$ cat src/rtl/tt_pkg.sv
package tt_pkg;

  localparam int ADDR_W   = 3;
  localparam int FREQ_BIT = 4;

  typedef enum logic [ADDR_W-1:0] {
    RA_DIV    = 3'd0,
    RA_CTRL   = 3'd1,
    RA_COUNT  = 3'd2,
    RA_RAW    = 3'd3,
    RA_MASK   = 3'd4,
    RA_MASKED = 3'd5,
    RA_ACK    = 3'd6,
    RA_SPARE  = 3'd7
  } reg_addr_e;

  typedef enum logic [1:0] {
    OP_NONE = 2'd0,
    OP_LOAD = 2'd1,
    OP_RUN  = 2'd2,
    OP_STOP = 2'd3
  } tmr_op_e;

endpackage

$ cat src/rtl/tt_regs.sv
module tt_regs
  import tt_pkg::*;
#(
  parameter int DATA_W  = 32,
  parameter int NSRC    = 1,
  parameter int DIV_RST = 0
) (
  input  logic              clk,
  input  logic              rst_n,
  input  logic              wr_en,
  input  logic [ADDR_W-1:0] addr,
  input  logic [DATA_W-1:0] wdata,
  output logic [DATA_W-1:0] div_q,
  output logic [NSRC-1:0]   mask_q,
  output logic              freq_q,
  output logic              load_op,
  output logic              run_op,
  output logic              stop_op,
  output logic [NSRC-1:0]   ack_vec
);

  logic    ctrl_wr;
  tmr_op_e wr_op;

  assign ctrl_wr = wr_en && (reg_addr_e'(addr) == RA_CTRL);
  assign wr_op   = tmr_op_e'(wdata[1:0]);

  // Decoded one-cycle command pulses toward the counter.
  assign load_op = ctrl_wr && (wr_op == OP_LOAD);
  assign run_op  = ctrl_wr && (wr_op == OP_RUN);
  assign stop_op = ctrl_wr && (wr_op == OP_STOP);
  assign ack_vec = (wr_en && (reg_addr_e'(addr) == RA_ACK)) ? wdata[NSRC-1:0] : '0;

  always_ff @(posedge clk or negedge rst_n) begin
    if (!rst_n) begin
      div_q  <= DATA_W'(DIV_RST);
      mask_q <= '0;
      freq_q <= 1'b0;
    end else if (wr_en) begin
      case (reg_addr_e'(addr))
        RA_DIV:  div_q  <= wdata;
        RA_MASK: mask_q <= wdata[NSRC-1:0];
        RA_CTRL: freq_q <= wdata[FREQ_BIT];
        default: ;
      endcase
    end
  end

  p_single_cmd_r3: assert property (@(posedge clk) disable iff (!rst_n)
    $countones({load_op, run_op, stop_op}) <= 1);

endmodule

$ cat src/rtl/tt_counter.sv
module tt_counter #(
  parameter int CNT_W    = 32,
  parameter int PRESCALE = 4
) (
  input  logic             clk,
  input  logic             rst_n,
  input  logic [CNT_W-1:0] div_q,
  input  logic             freq_q,
  input  logic             load_op,
  input  logic             run_op,
  input  logic             stop_op,
  output logic [CNT_W-1:0] cnt_q,
  output logic             run_q,
  output logic             expire
);

  localparam int PS_W = (PRESCALE > 1) ? $clog2(PRESCALE) : 1;

  logic            slow_tick;
  logic            step;
  logic [PS_W-1:0] psc_q;

  function automatic logic is_last(input logic [CNT_W-1:0] c);
    return c <= CNT_W'(1);
  endfunction

  function automatic logic [CNT_W-1:0] next_count(
    input logic [CNT_W-1:0] c,
    input logic [CNT_W-1:0] d,
    input logic             ld,
    input logic             st
  );
    if (ld)                  return d;
    else if (st && is_last(c)) return d;
    else if (st)             return c - CNT_W'(1);
    else                     return c;
  endfunction

  generate
    if (PRESCALE > 1) begin : g_presc
      always_ff @(posedge clk or negedge rst_n) begin
        if (!rst_n)                             psc_q <= '0;
        else if (load_op)                       psc_q <= '0;
        else if (run_q && slow_tick)            psc_q <= '0;
        else if (run_q)                         psc_q <= psc_q + PS_W'(1);
      end
      assign slow_tick = (psc_q == PS_W'(PRESCALE - 1));
    end else begin : g_nopresc
      assign psc_q     = '0;
      assign slow_tick = 1'b1;
    end
  endgenerate

  assign step   = run_q && (freq_q ? slow_tick : 1'b1);
  assign expire = step && is_last(cnt_q) && !load_op;

  always_ff @(posedge clk or negedge rst_n) begin
    if (!rst_n) begin
      cnt_q <= '0;
      run_q <= 1'b0;
    end else begin
      cnt_q <= next_count(cnt_q, div_q, load_op, step);
      if (load_op || stop_op) run_q <= 1'b0;
      else if (run_op)        run_q <= 1'b1;
    end
  end

  p_load_copies_r3: assert property (@(posedge clk) disable iff (!rst_n)
    load_op |=> (cnt_q == $past(div_q)) && !run_q);

  p_reload_r4: assert property (@(posedge clk) disable iff (!rst_n)
    expire |=> cnt_q == $past(div_q));

  p_decrement_r4: assert property (@(posedge clk) disable iff (!rst_n)
    (step && !expire && !load_op) |=> cnt_q == $past(cnt_q) - CNT_W'(1));

  p_freeze_r6: assert property (@(posedge clk) disable iff (!rst_n)
    (!run_q && !load_op) |=> cnt_q == $past(cnt_q));

endmodule

$ cat src/rtl/tt_irq.sv
module tt_irq #(
  parameter int NSRC = 1
) (
  input  logic            clk,
  input  logic            rst_n,
  input  logic [NSRC-1:0] set_vec,
  input  logic [NSRC-1:0] ack_vec,
  input  logic [NSRC-1:0] mask_q,
  output logic [NSRC-1:0] raw_q,
  output logic [NSRC-1:0] masked,
  output logic            irq
);

  for (genvar i = 0; i < NSRC; i++) begin : g_src
    always_ff @(posedge clk or negedge rst_n) begin
      if (!rst_n)          raw_q[i] <= 1'b0;
      else if (set_vec[i]) raw_q[i] <= 1'b1;
      else if (ack_vec[i]) raw_q[i] <= 1'b0;
    end

    p_set_wins_r8: assert property (@(posedge clk) disable iff (!rst_n)
      set_vec[i] |=> raw_q[i]);

    p_ack_clears_r7: assert property (@(posedge clk) disable iff (!rst_n)
      (ack_vec[i] && !set_vec[i]) |=> !raw_q[i]);

    p_hold_r6: assert property (@(posedge clk) disable iff (!rst_n)
      (!ack_vec[i] && raw_q[i]) |=> raw_q[i]);
  end

  assign masked = raw_q & mask_q;
  assign irq    = |masked;

endmodule

$ cat src/rtl/tick_timer.sv
module tick_timer
  import tt_pkg::*;
#(
  parameter int DATA_W   = 32,
  parameter int PRESCALE = 4,
  parameter int DIV_RST  = 0
) (
  input  logic              clk,
  input  logic              rst_n,
  input  logic              wr_en,
  input  logic              rd_en,
  input  logic [ADDR_W-1:0] addr,
  input  logic [DATA_W-1:0] wdata,
  output logic [DATA_W-1:0] rdata,
  output logic              irq
);

  localparam int NSRC = 1;

  logic [DATA_W-1:0] div_q;
  logic [DATA_W-1:0] cnt_q;
  logic [NSRC-1:0]   mask_q, ack_vec, raw_q, masked;
  logic              freq_q, load_op, run_op, stop_op, run_q, expire;

  tt_regs #(.DATA_W(DATA_W), .NSRC(NSRC), .DIV_RST(DIV_RST)) u_regs (
    .clk(clk), .rst_n(rst_n), .wr_en(wr_en), .addr(addr), .wdata(wdata),
    .div_q(div_q), .mask_q(mask_q), .freq_q(freq_q),
    .load_op(load_op), .run_op(run_op), .stop_op(stop_op), .ack_vec(ack_vec)
  );

  tt_counter #(.CNT_W(DATA_W), .PRESCALE(PRESCALE)) u_cnt (
    .clk(clk), .rst_n(rst_n), .div_q(div_q), .freq_q(freq_q),
    .load_op(load_op), .run_op(run_op), .stop_op(stop_op),
    .cnt_q(cnt_q), .run_q(run_q), .expire(expire)
  );

  tt_irq #(.NSRC(NSRC)) u_irq (
    .clk(clk), .rst_n(rst_n), .set_vec(expire), .ack_vec(ack_vec),
    .mask_q(mask_q), .raw_q(raw_q), .masked(masked), .irq(irq)
  );

  always_comb begin
    rdata = '0;
    if (rd_en) begin
      case (reg_addr_e'(addr))
        RA_DIV:    rdata = div_q;
        RA_CTRL:   begin rdata[0] = run_q; rdata[FREQ_BIT] = freq_q; end
        RA_COUNT:  rdata = cnt_q;
        RA_RAW:    rdata = DATA_W'(raw_q);
        RA_MASK:   rdata = DATA_W'(mask_q);
        RA_MASKED: rdata = DATA_W'(masked);
        default:   rdata = '0;
      endcase
    end
  end

  p_irq_needs_mask_r9: assert property (@(posedge clk) disable iff (!rst_n)
    irq |-> (|mask_q) && (|raw_q));

endmodule

$ cat config.mk
export PLATFORM = sky130hd
export DESIGN_NAME = tick_timer
export DESIGN_NICKNAME = d
export VERILOG_FILES = /design/src/rtl/tt_pkg.sv /design/src/rtl/tt_regs.sv /design/src/rtl/tt_counter.sv /design/src/rtl/tt_irq.sv /design/src/rtl/tick_timer.sv
export SDC_FILE = /design/constraint.sdc
export NUM_CORES = 1
export LEC_CHECK = 0
export BUFFER_PORTS_ARGS = -buffer_cell sky130_fd_sc_hd__buf_2
export CORE_UTILIZATION = 51
export DETAILED_ROUTE_END_ITERATION = 8
export GPL_TIMING_DRIVEN = 0
export PLACE_DENSITY = 0.77
export SETUP_SLACK_MARGIN = 0.05
export SKIP_CTS_REPAIR_TIMING = 1
export SLEW_MARGIN = 20
export SYNTH_ARGS = -nofsm -noshare
export SYNTH_HDL_FRONTEND = slang
export SYNTH_SLANG_ARGS = --single-unit
export TNS_END_PERCENT = 5
$ cat constraint.sdc
create_clock -name clk -period 2.4 [get_ports clk]
set_clock_uncertainty 0.05 [all_clocks]
set_input_delay 0 -clock clk [delete_from_list [all_inputs] [get_ports clk]]
set_output_delay 0 -clock clk [all_outputs]
set_load 0.01 [all_outputs]
After elaboration in Yosys (flattened, before gate mapping)
Cells that the tools add are included.
- flip-flop bits (word level): 70
- bits in latches: 0
- memories kept: 0
- input bits: 39
- bits in read-only memories: 0
- output and inout bits: 33
- bits in writable memories: 0
- reductions and logical operators: 19
- div/mod/pow operators: 0
- shifts and indexed selects: 0
- equal/unequal tests: 10
- multiplexer cells: 17
- bitwise operators: 1
- magnitude comparators: 1
- $add $sub $neg: 2
- multipliers: 0
- operators with widths (kind ; number):
    32-bit two-way mux ; 4
    27-bit one-hot mux with 2 select lines ; 1
    32-bit by 1-bit less-or-equal comparator with 1-bit output, second input constant ; 1
    32-bit by 1-bit subtractor with 32-bit output, second input constant ; 1
    3-bit equality test, second input constant ; 3
    1-bit logical AND ; 9
    2-bit equality test, second input constant ; 3
    3-bit by 2-bit equality test with 1-bit output, second input constant ; 2
    1-bit two-way mux ; 6
    2-bit two-way mux ; 3
    1-bit one-hot mux with 6 select lines ; 1
    3-bit one-hot mux with 2 select lines ; 1
    2-bit AND reduction ; 3
    3-bit nonzero test ; 2
    2-bit nonzero test ; 2
    3-bit by 1-bit equality test with 1-bit output, second input constant ; 1
    3-bit zero test ; 1
    1-bit one-hot mux with 3 select lines ; 1
    2-bit by 1-bit adder with 2-bit output, second input constant ; 1
    2-bit by 1-bit equality test with 1-bit output, second input constant ; 1
    1-bit AND ; 1
    1-bit zero test ; 1
    1-bit logical OR ; 1

Longest topological paths before layout
Gate-level depths: netlist (run 1).
- depth in word-level cells: 6
- gate-level depth with buffers: 10
- gate-level depth less buffers: 8

Cells and area by module
Synthesis (run 1) repeated with hierarchy kept, for this count alone.
- cells, all modules: 449
- area total of the unflattened synthesis: 4146.5 um2
- modules (own cells, without submodules) (module ; area each (um2) ; cells an instance ; sequential area each (um2) ; instances):
    tt_counter ; 2253.4 ; 279 ; 875.8 ; 1
    tt_regs ; 1347.5 ; 82 ; 850.8 ; 1
    tick_timer ; 495.5 ; 83 ; 0.0 ; 1
    tt_irq ; 50.0 ; 5 ; 25.0 ; 1

Least setup slack after synthesis (run 1)
Ideal clock, no wire load.
- path kind: register -> register
- start: reg u_cnt.cnt_q[27]
- end: reg u_cnt.cnt_q[17]
- required time: 2.224 ns
- period minus slack after synthesis: 2.491 ns
- stages on the path, launching flop included: 8
- setup slack: -0.091 ns
- buffers on the path: 1
- arrival: 2.315 ns
- cell sequence: dfrtp_1 > or4_4 > or3_4 > or4_4 > nand2_4 > buf_8 > nor4_1 > a311o_1
- cells in the longest elaborated chain, start to end: 4
- elaborated cells on any way between the ends: 5
- ends and longest elaborated chain (what ; line ; RTL):
    from (decl) ; tt_counter.sv:12 ; output logic [CNT_W-1:0] cnt_q,
    from (signal assigned) ; tt_counter.sv:62 ; cnt_q <= next_count(cnt_q, div_q, load_op, step);
    32-bit by 1-bit less-or-equal comparator with 1-bit output (*) ; tt_counter.sv:24 ; return c <= CNT_W'(1);
    1-bit logical AND (*) ; tt_counter.sv:34 ; else if (st && is_last(c)) return d;
    32-bit two-way mux ; tt_counter.sv:34 ;
    32-bit two-way mux ; tt_counter.sv:33 ; if (ld) return d;
Mark *: on every way between the ends. The rest lies on a longest branch, timed or not.
A chain may end at the register's enable or synchronous reset.

Worst setup path in the final report (run 1)
- start: reg u_cnt.cnt_q[26]
- end: reg u_cnt.cnt_q[17]
Same word-level chain as after synthesis.

==> results of run 1 <==
-- path summary, 6_finish.rpt --
path / startpoint / to / slack, ns / cells after the start
max: u_cnt.cnt_q[26] / u_cnt.cnt_q[17] / -0.27 / 7
min: wr_en / u_irq.raw_q / -0.008 / 4
max reg2reg: u_cnt.cnt_q[26] / u_cnt.cnt_q[17] / -0.27 / 7
min reg2reg: u_regs.div_q[14] / u_cnt.cnt_q[14] / 0.47 / 2
max in group asynchronous: rst_n / u_cnt.cnt_q[25] / 1.62 / 3
min in group asynchronous: rst_n / u_regs.div_q[1] / 0.11 / 2
-- flip-flops by register name, summed over array words and instances (netlist names) --
| signal | cells |
|---|---|
| u_regs.mask_q | 1 |
| u_irq.raw_q | 1 |
| u_regs.div_q | 32 |
| u_cnt.cnt_q | 32 |
| u_regs.freq_q | 1 |
| u_cnt.run_q | 1 |
| u_cnt.psc_q | 2 |
-- report_power, final --
part	switching, mW	internal, mW	leakage (nW)
Clock	0.439	0.527	0.0956
Sequential	0.324	1.46	0.833
Combinational	0.533	0.506	1.32
Total	1.30	2.49	2.25
-- through the flow --
stage               hold slack (ns)  power, mW  worst slack [ns]  utilization [%]  std cells
floorplan                    -0.346       2.32           -0.0913                -        435
global placement              0.182       2.62            -0.599             59.3        607
detailed placement          -0.0538       2.68            -0.644             59.6        608
CTS                          -0.431       3.64            -0.671             62.0        622
global route                 0.0192       3.98            -0.322             68.0        663
finish                     -0.00849       3.79            -0.273             68.0        663
-- layout by cell type (no fill, tap or decap), types with 3 or more instances in the layout --
master / n
xor2_1: 3
and3_1: 4
buf_2: 73
inv_1: 10
a22oi_1: 34
clkbuf_8: 11
dlygate4sd3_1: 34
and2_1: 4
o21ai_0: 26
a21oi_1: 18
or3_1: 7
a31oi_1: 4
nor4_1: 8
mux2_2: 34
mux2i_1: 6
nor2b_1: 31
buf_1: 3
nand4_1: 6
nor2_1: 24
nor3_1: 9
nand3_1: 16
nor3b_1: 3
a211o_1: 3
buf_4: 10
clkbuf_1: 19
dfrtp_1: 68
nand2_1: 24
or4_4: 4
-- cells by family (layout without fill, tap and decap cells) --
group / count (synthesis) / in the layout / share of synthesized area (%)
simple gates: 164 / 164 / 22.8
compound gates: 113 / 113 / 18.3
flops: 70 / 70 / 42.2
buf+inv: 41 / 167 / 4.34
mux: 40 / 40 / 10.7
xor+xnor: 4 / 4 / 0.844
fa+ha+maj: 3 / 3 / 0.904
-- cell type report --
type	count	area [sq um]	area share [%]
Sequential cell	70	1750	33.0
Buffer	30	154	2.90
Multi-Input combinational cell	324	2280	42.9
Clock buffer	13	159	2.99
Timing Repair Buffer	113	773	14.6
Tap cell	102	128	2.40
Inverter	10	37.5	0.707
Clock inverter	1	30.0	0.565
-- worst register-to-register path, cell delays in order, from the launching register on --
cell	delay (ns)
dfrtp_1	0.40
or4_4	0.58
or3_4	0.39
or4_4	0.48
nand2_4	0.11
buf_8	0.15
nor4_1	0.06
a311o_1	0.33
-- layer usage --
| metal | track usage, % | up-vias |
|---|---|---|
| met3 | 5.14 | 48 |
| met4 | 14.3 | 0 |
| met2 | 44.9 | 208 |
| met5 | 0 | - |
| met1 | 39.1 | 2002 |
| li1 | - | 1878 |
==> impl_metrics.yaml, run 1 <==
status:
  status: "finished with violations"
  violations: "hold timing, setup timing"
placement:
  dp_hpwl_um: 8060
  place.gp.congestion: 0.889
  io_buffers: 70
  placed_cell_area_sq_mm: 0.00465
die:
  fp.coreArea_sq_mm: 0.00781
  num_rows: 32
  pin_count: 72
  die_width_um: 92.3
  fp.dieArea_sq_mm: 0.00851
  initial_core_util_pct: 53.2
  dieHeight_um: 92.3
sta:
  period_share_pct: 111
  slew_headroom_pct: 52.6
  totalNegativeSetupSlack_ns: -5.53
  finalSetupViolations: 32
  final_hold_viol_count: 1
  layout_setup_ws_ns: -0.273
  fin_crit_ns: 2.67
  rsz0062_at_grt: "yes"
  maxSlewViolCount: 0
  fmax_mhz: 374
  tightest_slew_ns: 0.701
  whs_ns: -0.00849
logic_synthesis:
  syn-instance-count: 435
  synth_fp_nets: 477
  seq_area_frac_synth_pct: 42.2
  synth.avg_cell_area_sq_um: 9.55
  synth_top_area_cell: "dfrtp_1"
  synth_area_leaders: "dfrtp_1, mux2_2, a22oi_1"
  synth_ff_type: "dfrtp_1"
  syn-cell-area_sq_mm: 0.00415
  synth-edff-count: 0
  synth_most_common_cell: "dfrtp_1"
  async_flop_share_pct: 100
  ys_ff_latch: 70
  synth.distinct_cells: 61
  synth_top_area_share_pct: 42.2
  yosysWarnings: 0
  synth_commonest_cells: "dfrtp_1, a22oi_1, mux2_2"
power_and_ir_drop:
  power.density_mw_per_mm2: 713
  irDropWorstVdd_v: 0.000331
  p_leak_nw: 2.25
global_route:
  grt_pass1_wl_um: 19100
  grt_usage_pct: 29.0
  antenna_found_initial: 0
  grt-ovfl-total: 0
  grt_max_degree: 37
  grt_pass1_vias: 3762
hold_path:
  min_path_type: "input pin to flop"
clock_tree:
  cts_root_buf: "clkbuf_8"
  cts_sinks: 70
  cts_tree: "done"
  max-clock-path-buffers: 2
  cts_buffers: 9
  path_clk_slew_ns: 0.07
  ctsHtreeMaxLevel: 3
  insertion_delay_ns: 0.36
detailed_routing:
  viasPerCell: 6.24
  drt-wirelength-per-cell_um: 18.4
  wl_met2_um: 5790
  routed-wl-met3_um: 834
  ant_nets: 0
  top_layer: "met4"
  remaining_drc_errors: 0
  drtPass1Iterations: 5
  wl_met1_um: 5150
  drt_wl_total_um: 12200
  detail_route.iter0.violations: 472
  dr_total_vias: 4136
setup_path:
  cp_num_buf_inv: 1
  worst_path_most_repeated_cell: "or4_4"
  start_kind: "flop"
  criticalPathCategory: "flop to flop"
  critPathArrivalTime_ns: 2.86
  crit_chain: "or4_4 > or3_4 > or4_4 > nand2_4 > buf_8 > nor4_1 > a311o_1"
  crit_required_ns: 2.59
  max_stage_delay_ns: 0.58
  slowest_stage: "or4_4"
  cpLargestDelayFamily: "simple AND/OR/NAND/NOR gates"
  path_max_fanout: 10
  end_kind: "flop"
layout:
  syn_to_final_growth_pct: 27.9
  stdcell_area_sq_mm: 0.00531
  drive_gt1_share_pct: 28.3
  fillers: 629
  finalNetCount: 600
  diodes: 0
flow_run:
  max_cap_violations: 0
No activity file was read; power rests on OpenSTA's default activity.
==> run 2: changes to the inputs <==
- CORE_ASPECT_RATIO: not set -> 1.25
==> run 2 against run 1 <==
Compared with the run above: count of clock-buffer cells in the layout fell by 1; die area barely moved; first-iteration DRC count fell by 34%; largest cell class unchanged; critical endpoint unchanged; the run still ends with hold timing, setup timing left; global-route usage shrank 0.25 points; clock power is 15% lower; worst setup slack improved by 0.017 ns.
==> impl_metrics.yaml, run 2 (synthesis results as in run 1) <==
status:
  status: "finished with violations"
  violations: "hold timing, setup timing"
layout:
  finalNonFillerCells: 651
  syn_to_final_growth_pct: 27.1
  drive_gt1_share_pct: 28.4
  final_util_pct: 67.4
  stdcell_area_sq_mm: 0.00528
  largestRegisters: "u_cnt.cnt_q (32), u_regs.div_q (32), u_cnt.psc_q (2)"
  diodes: 0
  final_common_cell: "buf_2"
  finalNetCount: 595
  layout_common_cells: "buf_2, dfrtp_1, a22oi_1, mux2_2, dlygate4sd3_1"
detailed_routing:
  remaining_drc_errors: 0
  viasPerCell: 6.23
  drt_wl_total_um: 12200
  drtPass1Iterations: 5
  drt-wirelength-per-cell_um: 18.8
  detail_route.iter0.violations: 313
  dr_total_vias: 4058
  ant_nets: 0
sta:
  whs_ns: -0.0287
  totalNegativeSetupSlack_ns: -4.87
  fin_crit_ns: 2.66
  fmax_mhz: 376
  maxSlewViolCount: 0
  slew_headroom_pct: 55.5
  period_share_pct: 111
  final_hold_viol_count: 2
  layout_setup_ws_ns: -0.256
  tightest_slew_ns: 0.667
  finalSetupViolations: 31
  rsz0062_at_grt: "yes"
placement:
  placed_cell_area_sq_mm: 0.00465
  dp_hpwl_um: 7890
  io_buffers: 70
  place.gp.congestion: 0.870
  place_inst: 601
  pre_cts_ws_ns: -0.640
die:
  dieHeight_um: 103
  die_width_um: 82.7
  pin_count: 72
  initial_core_util_pct: 53.0
  fp.coreArea_sq_mm: 0.00784
  fp.dieArea_sq_mm: 0.00851
  num_rows: 36
setup_path:
  r2r_slack_ns: -0.26
  cp_num_buf_inv: 1
  criticalPathCategory: "flop to flop"
  crit_required_ns: 2.59
  crit_path_end: "u_cnt.cnt_q[17]"
  start_kind: "flop"
  crit_chain: "or4_4 > or2_4 > or4_4 > nand2_4 > buf_8 > nor4_1 > a311o_1"
  critPathLaunch: "u_cnt.cnt_q[6]"
  r2r_start: "u_cnt.cnt_q[6]"
  cpLargestDelayFamily: "simple AND/OR/NAND/NOR gates"
  max_stage_delay_ns: 0.61
  r2r_cells: 7
  critPathArrivalTime_ns: 2.84
  end_kind: "flop"
  worst_path_most_repeated_cell: "or4_4"
  path_max_fanout: 10
  timing.rr.end: "u_cnt.cnt_q[17]"
  worst-path-stages: 7
  slowest_stage: "or4_4"
global_route:
  grt_pass1_vias: 3617
  grt-ovfl-total: 0
  grt_usage_pct: 28.7
  grt_pass1_wl_um: 18100
  grt_max_degree: 38
  antenna_found_initial: 0
power_and_ir_drop:
  power.density_mw_per_mm2: 683
  p_leak_nw: 2.22
  irDropWorstVdd_v: 0.000535
  p_total_mw: 3.61
hold_path:
  min_path_cells: 4
  min_path_type: "input pin to flop"
clock_tree:
  path_clk_slew_ns: 0.07
  insertion_delay_ns: 0.35
  cts_sinks: 70
  ctsHtreeMaxLevel: 3
  cts_root_buf: "clkbuf_8"
  max-clock-path-buffers: 2
  cts_tree: "done"
  cts_buffers: 9
flow_run:
  max_cap_violations: 0
## run 2: cell count changes in the layout (fill, tap and decap cells not counted), moves of 2 or more
| cell | before | now |
|---|---|---|
| nor2_1 | 24 | 22 |
| buf_2 | 73 | 71 |
| buf_4 | 10 | 7 |
| nor2_4 | 0 | 3 |
| clkinv_2 | 0 | 2 |
## run 2: cell type report
| class | instances | area (sq um) |
|---|---|---|
| Tap cell | 95 | 119 |
| Clock buffer | 12 | 145 |
| Buffer | 30 | 170 |
| Timing Repair Buffer | 108 | 733 |
| Multi-Input combinational cell | 324 | 2310 |
| Clock inverter | 2 | 10.0 |
| Fill cell | 659 | 2560 |
| Sequential cell | 70 | 1760 |
| Inverter | 10 | 37.5 |
## run 2: metal layers
| layer | track usage (%) | wire, um | vias up |
|---|---|---|---|
| li1 | - | - | 1857 |
| met1 | 37.6 | 5060 | 1973 |
| met2 | 46.3 | 5990 | 193 |
| met3 | 4.42 | 736 | 35 |
| met4 | 13.7 | 425 | 0 |
| met5 | 0 | 0 | - |
## run 2: worst register-to-register path: cells and delay by family, from the launching register on
family	cells	cell delay, ns
DFF	1	0.43
AOI/OAI and AO/OA	1	0.33
buffers and inverters	1	0.15
and+or+nand+nor	5	1.60
## run 2: where the power goes
part | switching, mW | total, mW | internal, mW
sequential | 0.344 | 1.80 | 1.46
clock | 0.435 | 0.824 | 0.389
combinational | 0.516 | 0.978 | 0.463
total | 1.29 | 3.61 | 2.31
## run 2: how the worst min path moves through the flow
stage              start               end  slack [ns]
5_1_grt            wr_en     u_regs.mask_q        0.04
4_1_cts            rst_n    u_cnt.psc_q[0]       -0.42
6_report           wr_en       u_irq.raw_q       -0.03
3_5_place_dp       rst_n     u_regs.mask_q       -0.05
2_1_floorplan      rst_n    u_cnt.cnt_q[0]       -0.35
3_3_place_gp   wdata[17]  u_regs.div_q[17]        0.18
